--- src/rtl/amseq_pkg.sv ---
`timescale 1ns/1ps
package amseq_pkg;

    typedef enum logic [2:0] {
        ST_IDLE,
        ST_SETUP,
        ST_WAIT,
        ST_DONE,
        ST_RECOVER,
        ST_ERR1,
        ST_ERR2
    } amseq_state_e;

endpackage

--- src/rtl/amseq_cfg_select.sv ---
`timescale 1ns/1ps
module amseq_cfg_select #(
    parameter int NUM_BANKS = 4,
    parameter int BANK_W    = 2,
    parameter int NWAIT_W   = 5,
    parameter int XWAIT_W   = 10,
    parameter int XSCALE_SH = 4,
    parameter int CNT_W     = 14
) (
    input  logic [BANK_W-1:0]            bank,
    input  logic                         write,
    input  logic [NUM_BANKS-1:0]         wprot,
    input  logic [NUM_BANKS-1:0]         page,
    input  logic [NUM_BANKS-1:0]         xwait_en,
    input  logic [NUM_BANKS*NWAIT_W-1:0] rd_wait,
    input  logic [NUM_BANKS*NWAIT_W-1:0] wr_wait,
    input  logic [XWAIT_W-1:0]           xwait_cnt,
    output logic                         reject,
    output logic [CNT_W-1:0]             wait_len
);

    logic             sel_wp;
    logic             sel_pg;
    logic             sel_xw;
    logic [NWAIT_W-1:0] sel_field;
    logic [CNT_W-1:0] ext_len;
    logic [CNT_W-1:0] nrm_len;

    always_comb begin
        sel_wp    = wprot[bank];
        sel_pg    = page[bank];
        sel_xw    = xwait_en[bank];
        sel_field = write ? wr_wait[bank*NWAIT_W +: NWAIT_W]
                          : rd_wait[bank*NWAIT_W +: NWAIT_W];
        nrm_len   = CNT_W'(sel_field) + CNT_W'(1);
        ext_len   = CNT_W'(xwait_cnt) << XSCALE_SH;
        if (ext_len == '0) begin
            ext_len = CNT_W'(1);
        end
        wait_len  = sel_xw ? ext_len : nrm_len;
        reject    = (sel_pg && sel_xw) || (write && sel_wp);
    end

endmodule

--- src/rtl/amseq_wait_timer.sv ---
`timescale 1ns/1ps
module amseq_wait_timer #(
    parameter int CNT_W = 14
) (
    input  logic             clk,
    input  logic             rst_n,
    input  logic             load,
    input  logic [CNT_W-1:0] load_val,
    input  logic             run,
    output logic             last
);

    logic [CNT_W-1:0] remain;

    always_ff @(posedge clk or negedge rst_n) begin
        if (!rst_n) begin
            remain <= '0;
        end else if (load) begin
            remain <= load_val;
        end else if (run && remain != '0) begin
            remain <= remain - CNT_W'(1);
        end
    end

    assign last = (remain == CNT_W'(1));

endmodule

--- src/rtl/async_mem_sequencer.sv ---
`timescale 1ns/1ps
module async_mem_sequencer
    import amseq_pkg::*;
#(
    parameter int NUM_BANKS = 4,
    parameter int ADDR_W    = 16,
    parameter int DATA_W    = 16,
    parameter int NWAIT_W   = 5,
    parameter int XWAIT_W   = 10,
    parameter int XSCALE_SH = 4,
    localparam int BANK_W   = (NUM_BANKS > 1) ? $clog2(NUM_BANKS) : 1,
    localparam int BE_W     = DATA_W / 8
) (
    input  logic                         clk,
    input  logic                         rst_n,
    input  logic                         req_valid,
    input  logic [BANK_W-1:0]            req_bank,
    input  logic [ADDR_W-1:0]            req_addr,
    input  logic                         req_write,
    input  logic [DATA_W-1:0]            req_wdata,
    input  logic [BE_W-1:0]              req_be,
    input  logic [NUM_BANKS-1:0]         cfg_wprot,
    input  logic [NUM_BANKS-1:0]         cfg_page,
    input  logic [NUM_BANKS-1:0]         cfg_xwait_en,
    input  logic [NUM_BANKS*NWAIT_W-1:0] cfg_rd_wait,
    input  logic [NUM_BANKS*NWAIT_W-1:0] cfg_wr_wait,
    input  logic [XWAIT_W-1:0]           cfg_xwait_cnt,
    output logic                         rsp_ready,
    output logic                         rsp_error,
    output logic [DATA_W-1:0]            rsp_rdata,
    output logic [NUM_BANKS-1:0]         mem_cs_n,
    output logic                         mem_oe_n,
    output logic                         mem_we_n,
    output logic [ADDR_W-1:0]            mem_addr,
    output logic [DATA_W-1:0]            mem_wdata,
    output logic [BE_W-1:0]              mem_be_n,
    input  logic [DATA_W-1:0]            mem_rdata
);

    localparam int XLEN_W = XWAIT_W + XSCALE_SH;
    localparam int CNT_W  = (XLEN_W > NWAIT_W + 1) ? XLEN_W : NWAIT_W + 1;

    amseq_state_e state, state_nx;

    logic [BANK_W-1:0] lat_bank;
    logic [ADDR_W-1:0] lat_addr;
    logic              lat_write;
    logic [DATA_W-1:0] lat_wdata;
    logic [BE_W-1:0]   lat_be;
    logic [DATA_W-1:0] rdata_q;

    logic             reject;
    logic [CNT_W-1:0] wait_len;
    logic             accept;
    logic             wait_last;
    logic             cs_act;

    assign accept = (state == ST_IDLE) && req_valid;

    amseq_cfg_select #(
        .NUM_BANKS (NUM_BANKS),
        .BANK_W    (BANK_W),
        .NWAIT_W   (NWAIT_W),
        .XWAIT_W   (XWAIT_W),
        .XSCALE_SH (XSCALE_SH),
        .CNT_W     (CNT_W)
    ) u_cfg (
        .bank      (req_bank),
        .write     (req_write),
        .wprot     (cfg_wprot),
        .page      (cfg_page),
        .xwait_en  (cfg_xwait_en),
        .rd_wait   (cfg_rd_wait),
        .wr_wait   (cfg_wr_wait),
        .xwait_cnt (cfg_xwait_cnt),
        .reject    (reject),
        .wait_len  (wait_len)
    );

    amseq_wait_timer #(
        .CNT_W (CNT_W)
    ) u_timer (
        .clk      (clk),
        .rst_n    (rst_n),
        .load     (accept),
        .load_val (wait_len),
        .run      (state == ST_WAIT),
        .last     (wait_last)
    );

    // State register and request capture
    always_ff @(posedge clk or negedge rst_n) begin
        if (!rst_n) begin
            state     <= ST_IDLE;
            lat_bank  <= '0;
            lat_addr  <= '0;
            lat_write <= 1'b0;
            lat_wdata <= '0;
            lat_be    <= '0;
            rdata_q   <= '0;
        end else begin
            state <= state_nx;
            if (accept) begin
                lat_bank  <= req_bank;
                lat_addr  <= req_addr;
                lat_write <= req_write;
                lat_wdata <= req_wdata;
                lat_be    <= req_be;
            end
            if (state == ST_DONE && !lat_write) begin
                rdata_q <= mem_rdata;
            end
        end
    end

    // Next-state logic
    always_comb begin
        state_nx = state;
        unique case (state)
            ST_IDLE:    if (req_valid) state_nx = reject ? ST_ERR1 : ST_SETUP;
            ST_SETUP:   state_nx = ST_WAIT;
            ST_WAIT:    if (wait_last) state_nx = ST_DONE;
            ST_DONE:    state_nx = ST_RECOVER;
            ST_RECOVER: state_nx = ST_IDLE;
            ST_ERR1:    state_nx = ST_ERR2;
            ST_ERR2:    state_nx = ST_IDLE;
            default:    state_nx = ST_IDLE;
        endcase
    end

    // Output decode
    always_comb begin
        cs_act    = 1'b0;
        mem_we_n  = 1'b1;
        mem_oe_n  = 1'b1;
        rsp_ready = 1'b0;
        rsp_error = 1'b0;
        unique case (state)
            ST_IDLE: begin end
            ST_SETUP: cs_act = 1'b1;
            ST_WAIT: begin
                cs_act   = 1'b1;
                mem_we_n = !lat_write;
                mem_oe_n = lat_write;
            end
            ST_DONE: begin
                cs_act   = 1'b1;
                mem_oe_n = lat_write;
            end
            ST_RECOVER: rsp_ready = 1'b1;
            ST_ERR1:    rsp_error = 1'b1;
            ST_ERR2: begin
                rsp_error = 1'b1;
                rsp_ready = 1'b1;
            end
            default: begin end
        endcase
    end

    genvar gb;
    generate
        for (gb = 0; gb < NUM_BANKS; gb++) begin : g_cs
            assign mem_cs_n[gb] = !(cs_act && (lat_bank == BANK_W'(gb)));
        end
    endgenerate

    assign mem_addr  = lat_addr;
    assign mem_wdata = lat_wdata;
    assign mem_be_n  = lat_write ? ~lat_be : '0;
    assign rsp_rdata = rdata_q;

endmodule

--- config.mk ---
export PLATFORM = sky130hd
export DESIGN_NAME = async_mem_sequencer
export DESIGN_NICKNAME = d
export VERILOG_FILES = /design/src/rtl/amseq_pkg.sv /design/src/rtl/amseq_cfg_select.sv /design/src/rtl/amseq_wait_timer.sv /design/src/rtl/async_mem_sequencer.sv
export SDC_FILE = /design/constraint.sdc
export NUM_CORES = 1
export LEC_CHECK = 0
export ABC_AREA = 1
export BUFFER_PORTS_ARGS = -buffer_cell sky130_fd_sc_hd__buf_2
export CAP_MARGIN = 20
export CELL_PAD_IN_SITES_DETAIL_PLACEMENT = 0
export CELL_PAD_IN_SITES_GLOBAL_PLACEMENT = 1
export CORE_MARGIN = 2
export CORE_UTILIZATION = 35
export DETAILED_ROUTE_END_ITERATION = 8
export PLACE_DENSITY = 0.88
export SLEW_MARGIN = 30
export SYNTH_ARGS = -nofsm -noshare
export SYNTH_HDL_FRONTEND = slang
export SYNTH_HIERARCHICAL = 1
export SYNTH_SLANG_ARGS = --single-unit
--- constraint.sdc ---
create_clock -name clk -period 3.36 [get_ports clk]
set_input_delay 0.504 -clock clk [delete_from_list [all_inputs] [get_ports clk]]
set_output_delay 0.504 -clock clk [all_outputs]
set_load 0.02 [all_outputs]
==> metrics.txt, run 1 <==
# TYPE chip_impl_metric gauge
chip_impl_metric{name="hold_viol",unit=""} 0
chip_impl_metric{name="overall_die_width",unit="microns"} 114
chip_impl_info{name="crit_family",value="buffers and inverters"} 1
chip_impl_metric{name="drt_first_pass_iters",unit=""} 4
chip_impl_metric{name="clock-skew-final",unit="ns"} 0.00805
chip_impl_metric{name="area.growth.synth_to_final",unit="%"} 28.6
chip_impl_metric{name="antenna_violating_nets_post_route",unit=""} 0
chip_impl_metric{name="clk_pin_slew_worst_paths",unit="ns"} 0.06
chip_impl_metric{name="maxSlewHeadroom",unit=""} 0.534
chip_impl_metric{name="post_synth_inst_count",unit=""} 628
chip_impl_info{name="cts_tree",value="built"} 1
chip_impl_metric{name="grt_antenna_before_repair",unit=""} 0
chip_impl_metric{name="worst-endpoint-required",unit="ns"} 2.86
chip_impl_metric{name="synth.cell_area",unit="sq um"} 4240
chip_impl_metric{name="top_level_ports",unit=""} 176
chip_impl_info{name="run_status",value="complete, no violations"} 1
chip_impl_metric{name="via_count",unit=""} 4376
chip_impl_metric{name="grt_usage",unit=""} 0.183
chip_impl_metric{name="synth_seq_area_share",unit=""} 0.413
chip_impl_metric{name="start_util",unit=""} 0.356
chip_impl_info{name="synth.top_cells.by_count",value="nand2_1, dfrtp_1, nand3_1, inv_1, nor2_1"} 1
chip_impl_metric{name="antenna-diode-count",unit=""} 0
chip_impl_metric{name="worstPathArrival",unit="ns"} 1.63
chip_impl_info{name="yosys.area.top_type",value="dfrtp_1"} 1
chip_impl_metric{name="grt_max_degree",unit=""} 53
chip_impl_metric{name="totalPowerFinal",unit="uW"} 4770
chip_impl_metric{name="core_area",unit="sq um"} 11900
chip_impl_metric{name="yosysTopAreaCellShare",unit=""} 0.413
chip_impl_metric{name="yosys_register_bits",unit=""} 70
chip_impl_metric{name="detail_route.wl_per_cell",unit="microns"} 12.5
chip_impl_metric{name="maxClockFrequency",unit="GHz"} 0.469
chip_impl_metric{name="worstPathMaxFanout",unit=""} 20
chip_impl_metric{name="asyncSetResetFlopFracSynth",unit=""} 1.00
chip_impl_metric{name="total_of_cells_resized_after_clock_tree_synthesis",unit=""} 0
chip_impl_metric{name="drtIter0Drc",unit=""} 378
chip_impl_info{name="synthMostInstantiatedCell",value="nand2_1"} 1
chip_impl_metric{name="tightest_slew",unit="ns"} 0.698
chip_impl_metric{name="synth_edf_count",unit=""} 0
chip_impl_metric{name="layout-drive-gt1-share",unit=""} 0.278
chip_impl_metric{name="grt-ovfl-total",unit=""} 0
chip_impl_metric{name="cp_slowest_stage_delay",unit="ns"} 0.52
chip_impl_metric{name="design.final.nets",unit=""} 915
chip_impl_metric{name="worst_skew_late_latency",unit="ns"} 0.33
chip_impl_info{name="crit_path_top_delay_cell",value="inv_1"} 1
chip_impl_metric{name="place.detailed.instances",unit=""} 930
chip_impl_metric{name="post_synth.cell_area_avg",unit="sq um"} 6.75
chip_impl_metric{name="timing.setup.tns",unit="ns"} 0
chip_impl_metric{name="clockBufferDepth",unit=""} 2
chip_impl_info{name="end_kind",value="output port"} 1
chip_impl_metric{name="synthesis.yosys.warnings",unit=""} 6
chip_impl_metric{name="layout.filler_cells",unit=""} 1271
chip_impl_metric{name="post-route-drc-count",unit=""} 0
chip_impl_metric{name="gp_routability_congestion",unit=""} 0.790
chip_impl_metric{name="maxSlewViolCount",unit=""} 0
chip_impl_metric{name="numCtsBuffers",unit=""} 9
chip_impl_metric{name="cts.repair_timing.setup_buffer_count",unit=""} 0
chip_impl_metric{name="post-dp-hpwl",unit="mm"} 8.74
chip_impl_metric{name="avgViaCountPerCell",unit=""} 4.63
chip_impl_metric{name="post_synth_num_cell_types",unit=""} 32
chip_impl_info{name="worst_setup_sp_type",value="register"} 1
chip_impl_metric{name="leakage",unit="uW"} 0.00325
chip_impl_info{name="timing.critical_path.cells",value="inv_1 -> nand3_1 -> buf_2"} 1
chip_impl_metric{name="cts-hold-fix-buffers",unit=""} 0
chip_impl_metric{name="die_area",unit="sq um"} 13000
chip_impl_info{name="timing.hold.worst.class",value="in -> async"} 1
chip_impl_metric{name="power_density",unit="nW/um^2"} 875
chip_impl_metric{name="port-buffer-count",unit=""} 175
chip_impl_metric{name="die_height",unit="microns"} 114
chip_impl_info{name="cts_root_buffer",value="clkbuf_16"} 1
chip_impl_metric{name="instances_no_fill",unit=""} 945
chip_impl_info{name="ys_dominant_reg_cell",value="dfrtp_1"} 1
chip_impl_metric{name="grt_first_pass_wirelength",unit="mm"} 19.2
chip_impl_metric{name="power.ir.vdd_worst",unit="mV"} 0.318
chip_impl_metric{name="rows",unit=""} 40
chip_impl_metric{name="drt_wl_total",unit="mm"} 11.8
chip_impl_metric{name="finalSetupViolCount",unit=""} 0
chip_impl_metric{name="finalCriticalPeriod",unit="ns"} 2.13
chip_impl_info{name="timing.setup.critical_path_class",value="reg -> out"} 1
chip_impl_info{name="ys_top_cells_by_area",value="dfrtp_1, nand2_1, nand3_1"} 1
chip_impl_metric{name="layout_worst_path_cycle_share",unit=""} 0.634
chip_impl_metric{name="htree_num_levels",unit=""} 3
chip_impl_info{name="grt_setup_unrepaired",value="no"} 1
chip_impl_metric{name="mappedNetlistNets",unit=""} 749
chip_impl_metric{name="worstPathBufferInverterCount",unit=""} 2
chip_impl_metric{name="drv_cap",unit=""} 0
chip_impl_metric{name="grt_pass1_vias",unit=""} 4018
chip_impl_metric{name="cts_sinks",unit=""} 70
## report_power, final
group,total [uW],internal (uW),switching (uW)
clock,996,645,351
combinational,2280,747,1530
sequential,1500,1240,260
total,4770,2630,2140
## final timing paths
kind | depth (start not counted) | from | to | slack, ns
worst min register to register | 2 | rsp_rdata[10]$_DFFE_PN0P_ | rsp_rdata[10]$_DFFE_PN0P_ | 0.46
worst min-delay path | 1 | rst_n | u_timer/remain[5]$_DFFE_PN0P_ | 0.18
worst max register to register | 8 | state[2]$_DFFE_PN0P_ | u_timer/remain[5]$_DFFE_PN0P_ | 1.31
min in group clk | 3 | req_addr[7] | mem_addr[7]$_DFFE_PN0P_ | 0.37
max in group asynchronous | 2 | rst_n | mem_wdata[5]$_DFFE_PN0P_ | 2.40
worst max-delay path | 3 | lat_write$_DFFE_PN0P_ | mem_oe_n | 1.23
## logic make-up after synthesis
logic type	Yosys count	share of synthesized area
AO/OA/AOI/OAI	28	0.0395
flip-flops	70	0.413
adder cells (fa/ha/maj)	3	0.00885
buffers and inverters	93	0.105
AND/OR/NAND/NOR	434	0.433
## layout make-up
cell class,instances,area [sq um],area share
multi-input cells,465,2040,0.374
flip-flops and latches,70,1750,0.321
repair buffers,179,906,0.166
inverters,69,259,0.0475
clock buffers,9,225,0.0413
well taps,147,184,0.0337
clock inverters,6,87.6,0.0161
## layer usage
metal	up-vias	wire length, microns	global-route usage
met5	-	0	0
met1	1948	5780	0.247
met2	151	5060	0.296
met4	0	116	0.0512
li1	2271	-	-
met3	6	810	0.0424
## sequential cells by signal (all words and copies together) (netlist names)
name,flops
lat_bank,2
lat_write,1
mem_wdata,16
u_timer/remain,14
mem_addr,16
rsp_rdata,16
lat_be,2
state,3
## cells in the final DEF (no fill, tap or decap), types with 6 or more instances in the layout
| master | netlist | layout |
|---|---|---|
| o21ai_1 | 6 | 6 |
| buf_2 | 8 | 175 |
| inv_1 | 62 | 62 |
| nand3_1 | 69 | 69 |
| clkbuf_16 | 0 | 9 |
| nand2_2 | 6 | 6 |
| o21ai_0 | 9 | 9 |
| nand2_1 | 281 | 281 |
| nor2_1 | 54 | 54 |
| inv_2 | 6 | 6 |
| dfrtp_1 | 70 | 70 |
## per-stage QoR
step                setup WS (ns)   util  hold slack [ns]  cell area [sq um]
floorplan                    1.38      -            0.208               4240
global placement            0.936  0.432            0.449               5140
detailed placement          0.898  0.432            0.453               5140
CTS                          1.24  0.458            0.194               5460
global route                0.937  0.458            0.208               5460
finish                       1.23  0.458            0.178               5460
Power figures use the tool's default switching activity.
==> run 2, diff against run 1 <==
CORE_UTILIZATION = 33   (was 35)
PLACE_DENSITY = 0.84   (was 0.88)
clock period = 2 ns   (was 3.36 ns; I/O delays follow)
==> run 2 against run 1 <==
Effect of this change:
- the flow now finishes with violations (negative hold slack)
- clock power grew 78%
- critical path depth rose by 5
- die area increased by 5.8%
- flip-flop and latch count did not move
- combinational power is 72% higher
- critical endpoint is now u_timer/remain[8]$_DFFE_PN0P_
- largest power group unchanged
==> metrics.txt, run 2 (same netlist as run 1, synthesis figures left out) <==
# TYPE chip_impl_metric gauge
chip_impl_info{name="run_status",value="finished with violations"} 1
chip_impl_info{name="violations",value="negative hold slack"} 1
chip_impl_metric{name="grt_max_degree",unit=""} 71
chip_impl_info{name="cts_root_buffer",value="clkbuf_16"} 1
chip_impl_metric{name="drtIter0Drc",unit=""} 293
chip_impl_metric{name="total_of_cells_resized_after_clock_tree_synthesis",unit=""} 0
chip_impl_metric{name="die_area",unit="sq um"} 13800
chip_impl_metric{name="totalPowerFinal",unit="uW"} 8200
chip_impl_info{name="layout_common_cells",value="nand2_1, buf_2, dfrtp_1"} 1
chip_impl_metric{name="grt-ovfl-total",unit=""} 0
chip_impl_metric{name="via_count",unit=""} 4447
chip_impl_metric{name="numCtsBuffers",unit=""} 9
chip_impl_metric{name="grt_first_pass_wirelength",unit="mm"} 20.1
chip_impl_metric{name="layout.filler_cells",unit=""} 1351
chip_impl_metric{name="worstPathMaxFanout",unit=""} 14
chip_impl_metric{name="port-buffer-count",unit=""} 175
chip_impl_metric{name="avgViaCountPerCell",unit=""} 4.52
chip_impl_metric{name="grt_antenna_before_repair",unit=""} 0
chip_impl_metric{name="area.growth.synth_to_final",unit="%"} 32.5
chip_impl_metric{name="maxClockFrequency",unit="GHz"} 0.558
chip_impl_metric{name="tightest_slew",unit="ns"} 0.545
chip_impl_metric{name="cts.repair_timing.setup_buffer_count",unit=""} 0
chip_impl_metric{name="power_density",unit="nW/um^2"} 1460
chip_impl_metric{name="cts-hold-fix-buffers",unit=""} 0
chip_impl_metric{name="start_util",unit=""} 0.337
chip_impl_metric{name="drt_first_pass_iters",unit=""} 5
chip_impl_metric{name="clockBufferDepth",unit=""} 2
chip_impl_info{name="end_kind",value="register"} 1
chip_impl_metric{name="overall_die_width",unit="microns"} 117
chip_impl_metric{name="fin_worst_hold_slack",unit="ns"} -0.0274
chip_impl_metric{name="leakage",unit="uW"} 0.00332
chip_impl_metric{name="final_critical_path_setup_slack",unit="ns"} 0.208
chip_impl_metric{name="power.ir.vdd_worst",unit="mV"} 0.511
chip_impl_metric{name="layout.cell_area.non_filler",unit="sq um"} 5620
chip_impl_metric{name="layout.core_utilization",unit=""} 0.447
chip_impl_metric{name="hold_viol",unit=""} 14
chip_impl_metric{name="finalCriticalPeriod",unit="ns"} 1.79
chip_impl_metric{name="grt_pass1_vias",unit=""} 4219
chip_impl_metric{name="antenna_violating_nets_post_route",unit=""} 0
chip_impl_metric{name="clock-skew-final",unit="ns"} 0.00777
chip_impl_metric{name="drt_wl_total",unit="mm"} 12.0
chip_impl_info{name="layout.cells.most_common",value="nand2_1"} 1
chip_impl_metric{name="multi_input_area",unit="sq um"} 2040
chip_impl_metric{name="design.final.nets",unit=""} 928
chip_impl_metric{name="final-seq-area",unit="sq um"} 1750
chip_impl_metric{name="worst-endpoint-required",unit="ns"} 2.22
chip_impl_info{name="grt_setup_unrepaired",value="no"} 1
chip_impl_metric{name="htree_num_levels",unit=""} 3
chip_impl_metric{name="layout-drive-gt1-share",unit=""} 0.289
chip_impl_info{name="worst_setup_sp_type",value="register"} 1
chip_impl_info{name="cts_tree",value="built"} 1
chip_impl_metric{name="layout_worst_path_cycle_share",unit=""} 0.896
chip_impl_metric{name="rows",unit=""} 41
chip_impl_metric{name="finalSetupViolCount",unit=""} 0
chip_impl_metric{name="detail_route.wl_per_cell",unit="microns"} 12.2
chip_impl_metric{name="gp_routability_congestion",unit=""} 0.806
chip_impl_metric{name="die_height",unit="microns"} 117
chip_impl_metric{name="post-dp-hpwl",unit="mm"} 9.03
chip_impl_metric{name="core_area",unit="sq um"} 12600
chip_impl_metric{name="cts_sinks",unit=""} 70
chip_impl_metric{name="top_level_ports",unit=""} 176
chip_impl_metric{name="clk_pin_slew_worst_paths",unit="ns"} 0.06
chip_impl_metric{name="worst_skew_late_latency",unit="ns"} 0.33
chip_impl_metric{name="drv_cap",unit=""} 0
chip_impl_info{name="timing.hold.worst.class",value="in -> async"} 1
chip_impl_metric{name="setup_ws_pre_cts",unit="ns"} -0.00915
chip_impl_metric{name="maxSlewHeadroom",unit=""} 0.636
chip_impl_info{name="timing.setup.critical_path_class",value="reg -> reg"} 1
chip_impl_metric{name="maxSlewViolCount",unit=""} 0
chip_impl_metric{name="placedInstanceArea",unit="sq um"} 5290
chip_impl_metric{name="grt_usage",unit=""} 0.177
chip_impl_metric{name="worstPathArrival",unit="ns"} 2.01
chip_impl_metric{name="antenna-diode-count",unit=""} 0
chip_impl_metric{name="post-route-drc-count",unit=""} 0
run 2: changes by cell type in the layout (fill, tap and decap cells not counted), sizes merged:
cell / previous run / this run
buf: 179 / 192
clkinv: 5 / 2
inv: 68 / 69
clkbuf: 9 / 12
run 2: metal layers:
layer | routed length, microns | vias up | track usage
met1 | 6010 | 1992 | 0.252
met2 | 5230 | 156 | 0.272
li1 | - | 2293 | -
met3 | 672 | 6 | 0.0389
met4 | 81 | 0 | 0.0497
met5 | 0 | - | 0
run 2: worst max-delay path: stages (launching register included):
cell	delay, ns
dfrtp_1	0.47
nor2_4	0.20
nand3_2	0.10
inv_2	0.07
clkinv_1	0.31
nand2_4	0.33
inv_2	0.09
nand2_1	0.07
nand2_1	0.05
run 2: worst paths after layout:
path                       slack, ns                      from  depth (start not counted)                        endpoint
setup / recovery                0.21      state[0]$_DFFE_PN0P_                          8   u_timer/remain[8]$_DFFE_PN0P_
hold / removal                 -0.03                     rst_n                          2       mem_wdata[12]$_DFFE_PN0P_
setup reg to reg                0.21      state[0]$_DFFE_PN0P_                          8   u_timer/remain[8]$_DFFE_PN0P_
hold reg to reg                 0.47  rsp_rdata[7]$_DFFE_PN0P_                          2        rsp_rdata[7]$_DFFE_PN0P_
max in group asynchronous       1.69                     rst_n                          2  u_timer/remain[12]$_DFFE_PN0P_
min in group clk                0.16                 req_be[1]                          3           lat_be[1]$_DFFE_PN0P_
run 2: cell type report:
| cell class | count | area share |
|---|---|---|
| clock buffer | 12 | 0.0456 |
| clock inverter | 4 | 0.0138 |
| inverter | 69 | 0.0461 |
| multi-input combinational | 465 | 0.364 |
| sequential | 70 | 0.312 |
| tap | 172 | 0.0383 |
| timing repair buffer | 192 | 0.181 |
run 2: report_power, final:
group	internal (uW)	switching [uW]	leakage (uW)	total [uW]
registers	2080	428	0.000875	2500
logic	1320	2610	0.00228	3930
clock network	1170	608	0.000163	1770
total	4560	3640	0.00332	8200
run 2: through the flow:
stage | setup TNS [ns] | hold slack (ns) | std cells
2_1_floorplan | 0 | 0.00441 | 628
3_3_place_gp | 0 | 0.357 | 968
3_5_place_dp | -0.00915 | 0.355 | 968
4_1_cts | 0 | 0.00246 | 984
5_1_grt | 0 | 0.00205 | 984
6_report | 0 | -0.0274 | 984
==> run 3, diff against run 2 <==
REMOVE_ABC_BUFFERS = 1   (was not set)
==> run 3 against run 2 <==
Effect of this change:
- the flow still finishes with violations (negative hold slack)
- register-to-register slack improved by 0.13 ns
- critical endpoint is now mem_we_n
- non-clock buffer count fell by 2
- clock skew decreased by 0.0027 ns
- maximum frequency is 3.0% lower
- setup slack got worse by 0.055 ns
- clock power barely moved
- die area did not move
==> metrics.txt, run 3 (same netlist as run 1, synthesis figures left out) <==
# TYPE chip_impl_metric gauge
chip_impl_metric{name="start_util",unit=""} 0.337
chip_impl_metric{name="htree_num_levels",unit=""} 3
chip_impl_metric{name="grt_first_pass_wirelength",unit="mm"} 19.5
chip_impl_metric{name="clockBufferDepth",unit=""} 2
chip_impl_metric{name="cts.repair_timing.setup_buffer_count",unit=""} 0
chip_impl_metric{name="cts_sinks",unit=""} 70
chip_impl_metric{name="worst-endpoint-required",unit="ns"} 1.70
chip_impl_info{name="violations",value="negative hold slack"} 1
chip_impl_metric{name="power_density",unit="nW/um^2"} 1460
chip_impl_metric{name="total_of_cells_resized_after_clock_tree_synthesis",unit=""} 0
chip_impl_metric{name="power_frac_clock",unit=""} 0.212
chip_impl_metric{name="grt_usage",unit=""} 0.172
chip_impl_metric{name="post-dp-hpwl",unit="mm"} 8.87
chip_impl_metric{name="core_area",unit="sq um"} 12600
chip_impl_metric{name="fin_worst_hold_slack",unit="ns"} -0.0281
chip_impl_metric{name="post-route-drc-count",unit=""} 0
chip_impl_metric{name="clk_pin_slew_worst_paths",unit="ns"} 0.06
chip_impl_metric{name="finalCriticalPeriod",unit="ns"} 1.85
chip_impl_metric{name="maxSlewViolCount",unit=""} 0
chip_impl_metric{name="drt_wl_total",unit="mm"} 11.8
chip_impl_metric{name="avgViaCountPerCell",unit=""} 4.46
chip_impl_metric{name="detail_route.wl_per_cell",unit="microns"} 12.0
chip_impl_metric{name="maxSlewHeadroom",unit=""} 0.709
chip_impl_metric{name="internal-power",unit="uW"} 4530
chip_impl_metric{name="setup_ws_pre_cts",unit="ns"} 0.110
chip_impl_metric{name="final_critical_path_setup_slack",unit="ns"} 0.153
chip_impl_metric{name="drt_first_pass_iters",unit=""} 4
chip_impl_metric{name="die_height",unit="microns"} 117
chip_impl_info{name="timing.hold.worst.class",value="in -> async"} 1
chip_impl_metric{name="grt-ovfl-total",unit=""} 0
chip_impl_info{name="layout_common_cells",value="nand2_1, buf_2, dfrtp_1"} 1
chip_impl_info{name="worst_setup_sp_type",value="register"} 1
chip_impl_metric{name="finalSetupViolCount",unit=""} 0
chip_impl_metric{name="die_area",unit="sq um"} 13800
chip_impl_metric{name="grt_pass1_vias",unit=""} 4044
chip_impl_metric{name="grt_antenna_before_repair",unit=""} 0
chip_impl_metric{name="ff2ff_path_depth",unit=""} 7
chip_impl_info{name="grt_setup_unrepaired",value="no"} 1
chip_impl_metric{name="totalPowerFinal",unit="uW"} 8190
chip_impl_metric{name="layout_worst_path_cycle_share",unit=""} 0.923
chip_impl_metric{name="placedInstanceArea",unit="sq um"} 5280
chip_impl_metric{name="maxClockFrequency",unit="GHz"} 0.542
chip_impl_metric{name="cts-hold-fix-buffers",unit=""} 0
chip_impl_metric{name="tightest_slew",unit="ns"} 0.436
chip_impl_metric{name="via_count",unit=""} 4379
chip_impl_metric{name="layout-drive-gt1-share",unit=""} 0.288
chip_impl_metric{name="area.growth.synth_to_final",unit="%"} 32.2
chip_impl_metric{name="worstPathMaxFanout",unit=""} 5
chip_impl_metric{name="antenna-diode-count",unit=""} 0
chip_impl_metric{name="hold_viol",unit=""} 16
chip_impl_info{name="end_kind",value="output port"} 1
chip_impl_metric{name="gp_routability_congestion",unit=""} 0.805
chip_impl_metric{name="fraction_of_power_spent_switching_nets",unit=""} 0.447
chip_impl_metric{name="grt_max_degree",unit=""} 71
chip_impl_info{name="cts_tree",value="built"} 1
chip_impl_metric{name="top_level_ports",unit=""} 176
chip_impl_metric{name="worstPathArrival",unit="ns"} 1.55
chip_impl_metric{name="rows",unit=""} 41
chip_impl_metric{name="overall_die_width",unit="microns"} 117
chip_impl_metric{name="numCtsBuffers",unit=""} 9
chip_impl_info{name="run_status",value="finished with violations"} 1
chip_impl_metric{name="layout.core_utilization",unit=""} 0.446
chip_impl_metric{name="design.final.nets",unit=""} 926
chip_impl_metric{name="leakage",unit="uW"} 0.00331
chip_impl_metric{name="drv_cap",unit=""} 0
chip_impl_metric{name="port-buffer-count",unit=""} 175
chip_impl_info{name="timing.setup.critical_path_class",value="reg -> out"} 1
chip_impl_metric{name="net-switching-power",unit="uW"} 3660
chip_impl_metric{name="layout.cell_area.non_filler",unit="sq um"} 5610
chip_impl_info{name="cts_root_buffer",value="clkbuf_16"} 1
chip_impl_metric{name="clock-skew-final",unit="ns"} 0.00510
chip_impl_metric{name="antenna_violating_nets_post_route",unit=""} 0
chip_impl_info{name="layout.cells.most_common",value="nand2_1"} 1
chip_impl_metric{name="seq_power_share",unit=""} 0.308
chip_impl_metric{name="layout.filler_cells",unit=""} 1345
chip_impl_metric{name="worst_skew_late_latency",unit="ns"} 0.34
chip_impl_metric{name="combPwrFrac",unit=""} 0.480
chip_impl_metric{name="drtIter0Drc",unit=""} 172
chip_impl_metric{name="power.ir.vdd_worst",unit="mV"} 0.680
-- run 3: cell count changes in the layout (fill, tap and decap cells not counted) --
| cell | previous run | this run |
|---|---|---|
| clkbuf_8 | 2 | 1 |
| clkinv_4 | 1 | 2 |
| buf_12 | 1 | 2 |
| clkinv_2 | 0 | 1 |
| buf_4 | 16 | 13 |
| inv_6 | 1 | 0 |
-- run 3: layout make-up --
type / instances / area [sq um] / share of cell area
tap: 172 / 215 / 0.0384
clock buffer: 11 / 243 / 0.0433
multi-input combinational: 465 / 2040 / 0.364
sequential: 70 / 1750 / 0.312
timing repair buffer: 190 / 1010 / 0.181
inverter: 69 / 259 / 0.0462
clock inverter: 5 / 82.6 / 0.0147
-- run 3: final timing paths --
check	startpoint	endpoint	slack, ns
worst max register to register	state[1]$_DFFE_PN0P_	mem_addr[11]$_DFFE_PN0P_	0.34
worst min register to register	rsp_rdata[0]$_DFFE_PN0P_	rsp_rdata[0]$_DFFE_PN0P_	0.46
worst max-delay path	state[0]$_DFFE_PN0P_	mem_we_n	0.15
min in group clk	req_addr[7]	mem_addr[7]$_DFFE_PN0P_	0.15
worst min-delay path	rst_n	u_timer/remain[13]$_DFFE_PN0P_	-0.03
max in group asynchronous	rst_n	u_timer/remain[12]$_DFFE_PN0P_	1.69
-- run 3: critical path: stages, from the launching register on --
cell,delay (ns)
dfrtp_1,0.40
buf_4,0.17
nor2_1,0.17
nand2_1,0.10
inv_1,0.12
nand2_1,0.08
buf_2,0.17
-- run 3: routing by layer --
metal | up-vias | wire length, microns | share of wire | global-route usage
met5 | - | 0 | 0 | 0
met4 | 0 | 161 | 0.014 | 0.0459
met3 | 12 | 634 | 0.054 | 0.0467
met2 | 133 | 5450 | 0.46 | 0.287
met1 | 1946 | 5510 | 0.47 | 0.221
li1 | 2288 | - | - | -
-- run 3: power groups by stage --
stage / sequential [uW] / clock [uW] / combinational [uW]
finish: 2520 / 1740 / 3930
global route: 2620 / 1850 / 4400
CTS: 2520 / 1800 / 3980
detailed placement: 2540 / 0 / 3980
global placement: 2520 / 0 / 3950
floorplan: 3070 / 0 / 2040
-- run 3: per-stage QoR --
| stage | cells | setup TNS, ns |
|---|---|---|
| 4_1_cts | 982 | 0 |
| 5_1_grt | 982 | 0 |
| 3_3_place_gp | 966 | 0 |
| 3_5_place_dp | 966 | 0 |
| 6_report | 982 | 0 |
| 2_1_floorplan | 604 | -9.29 |
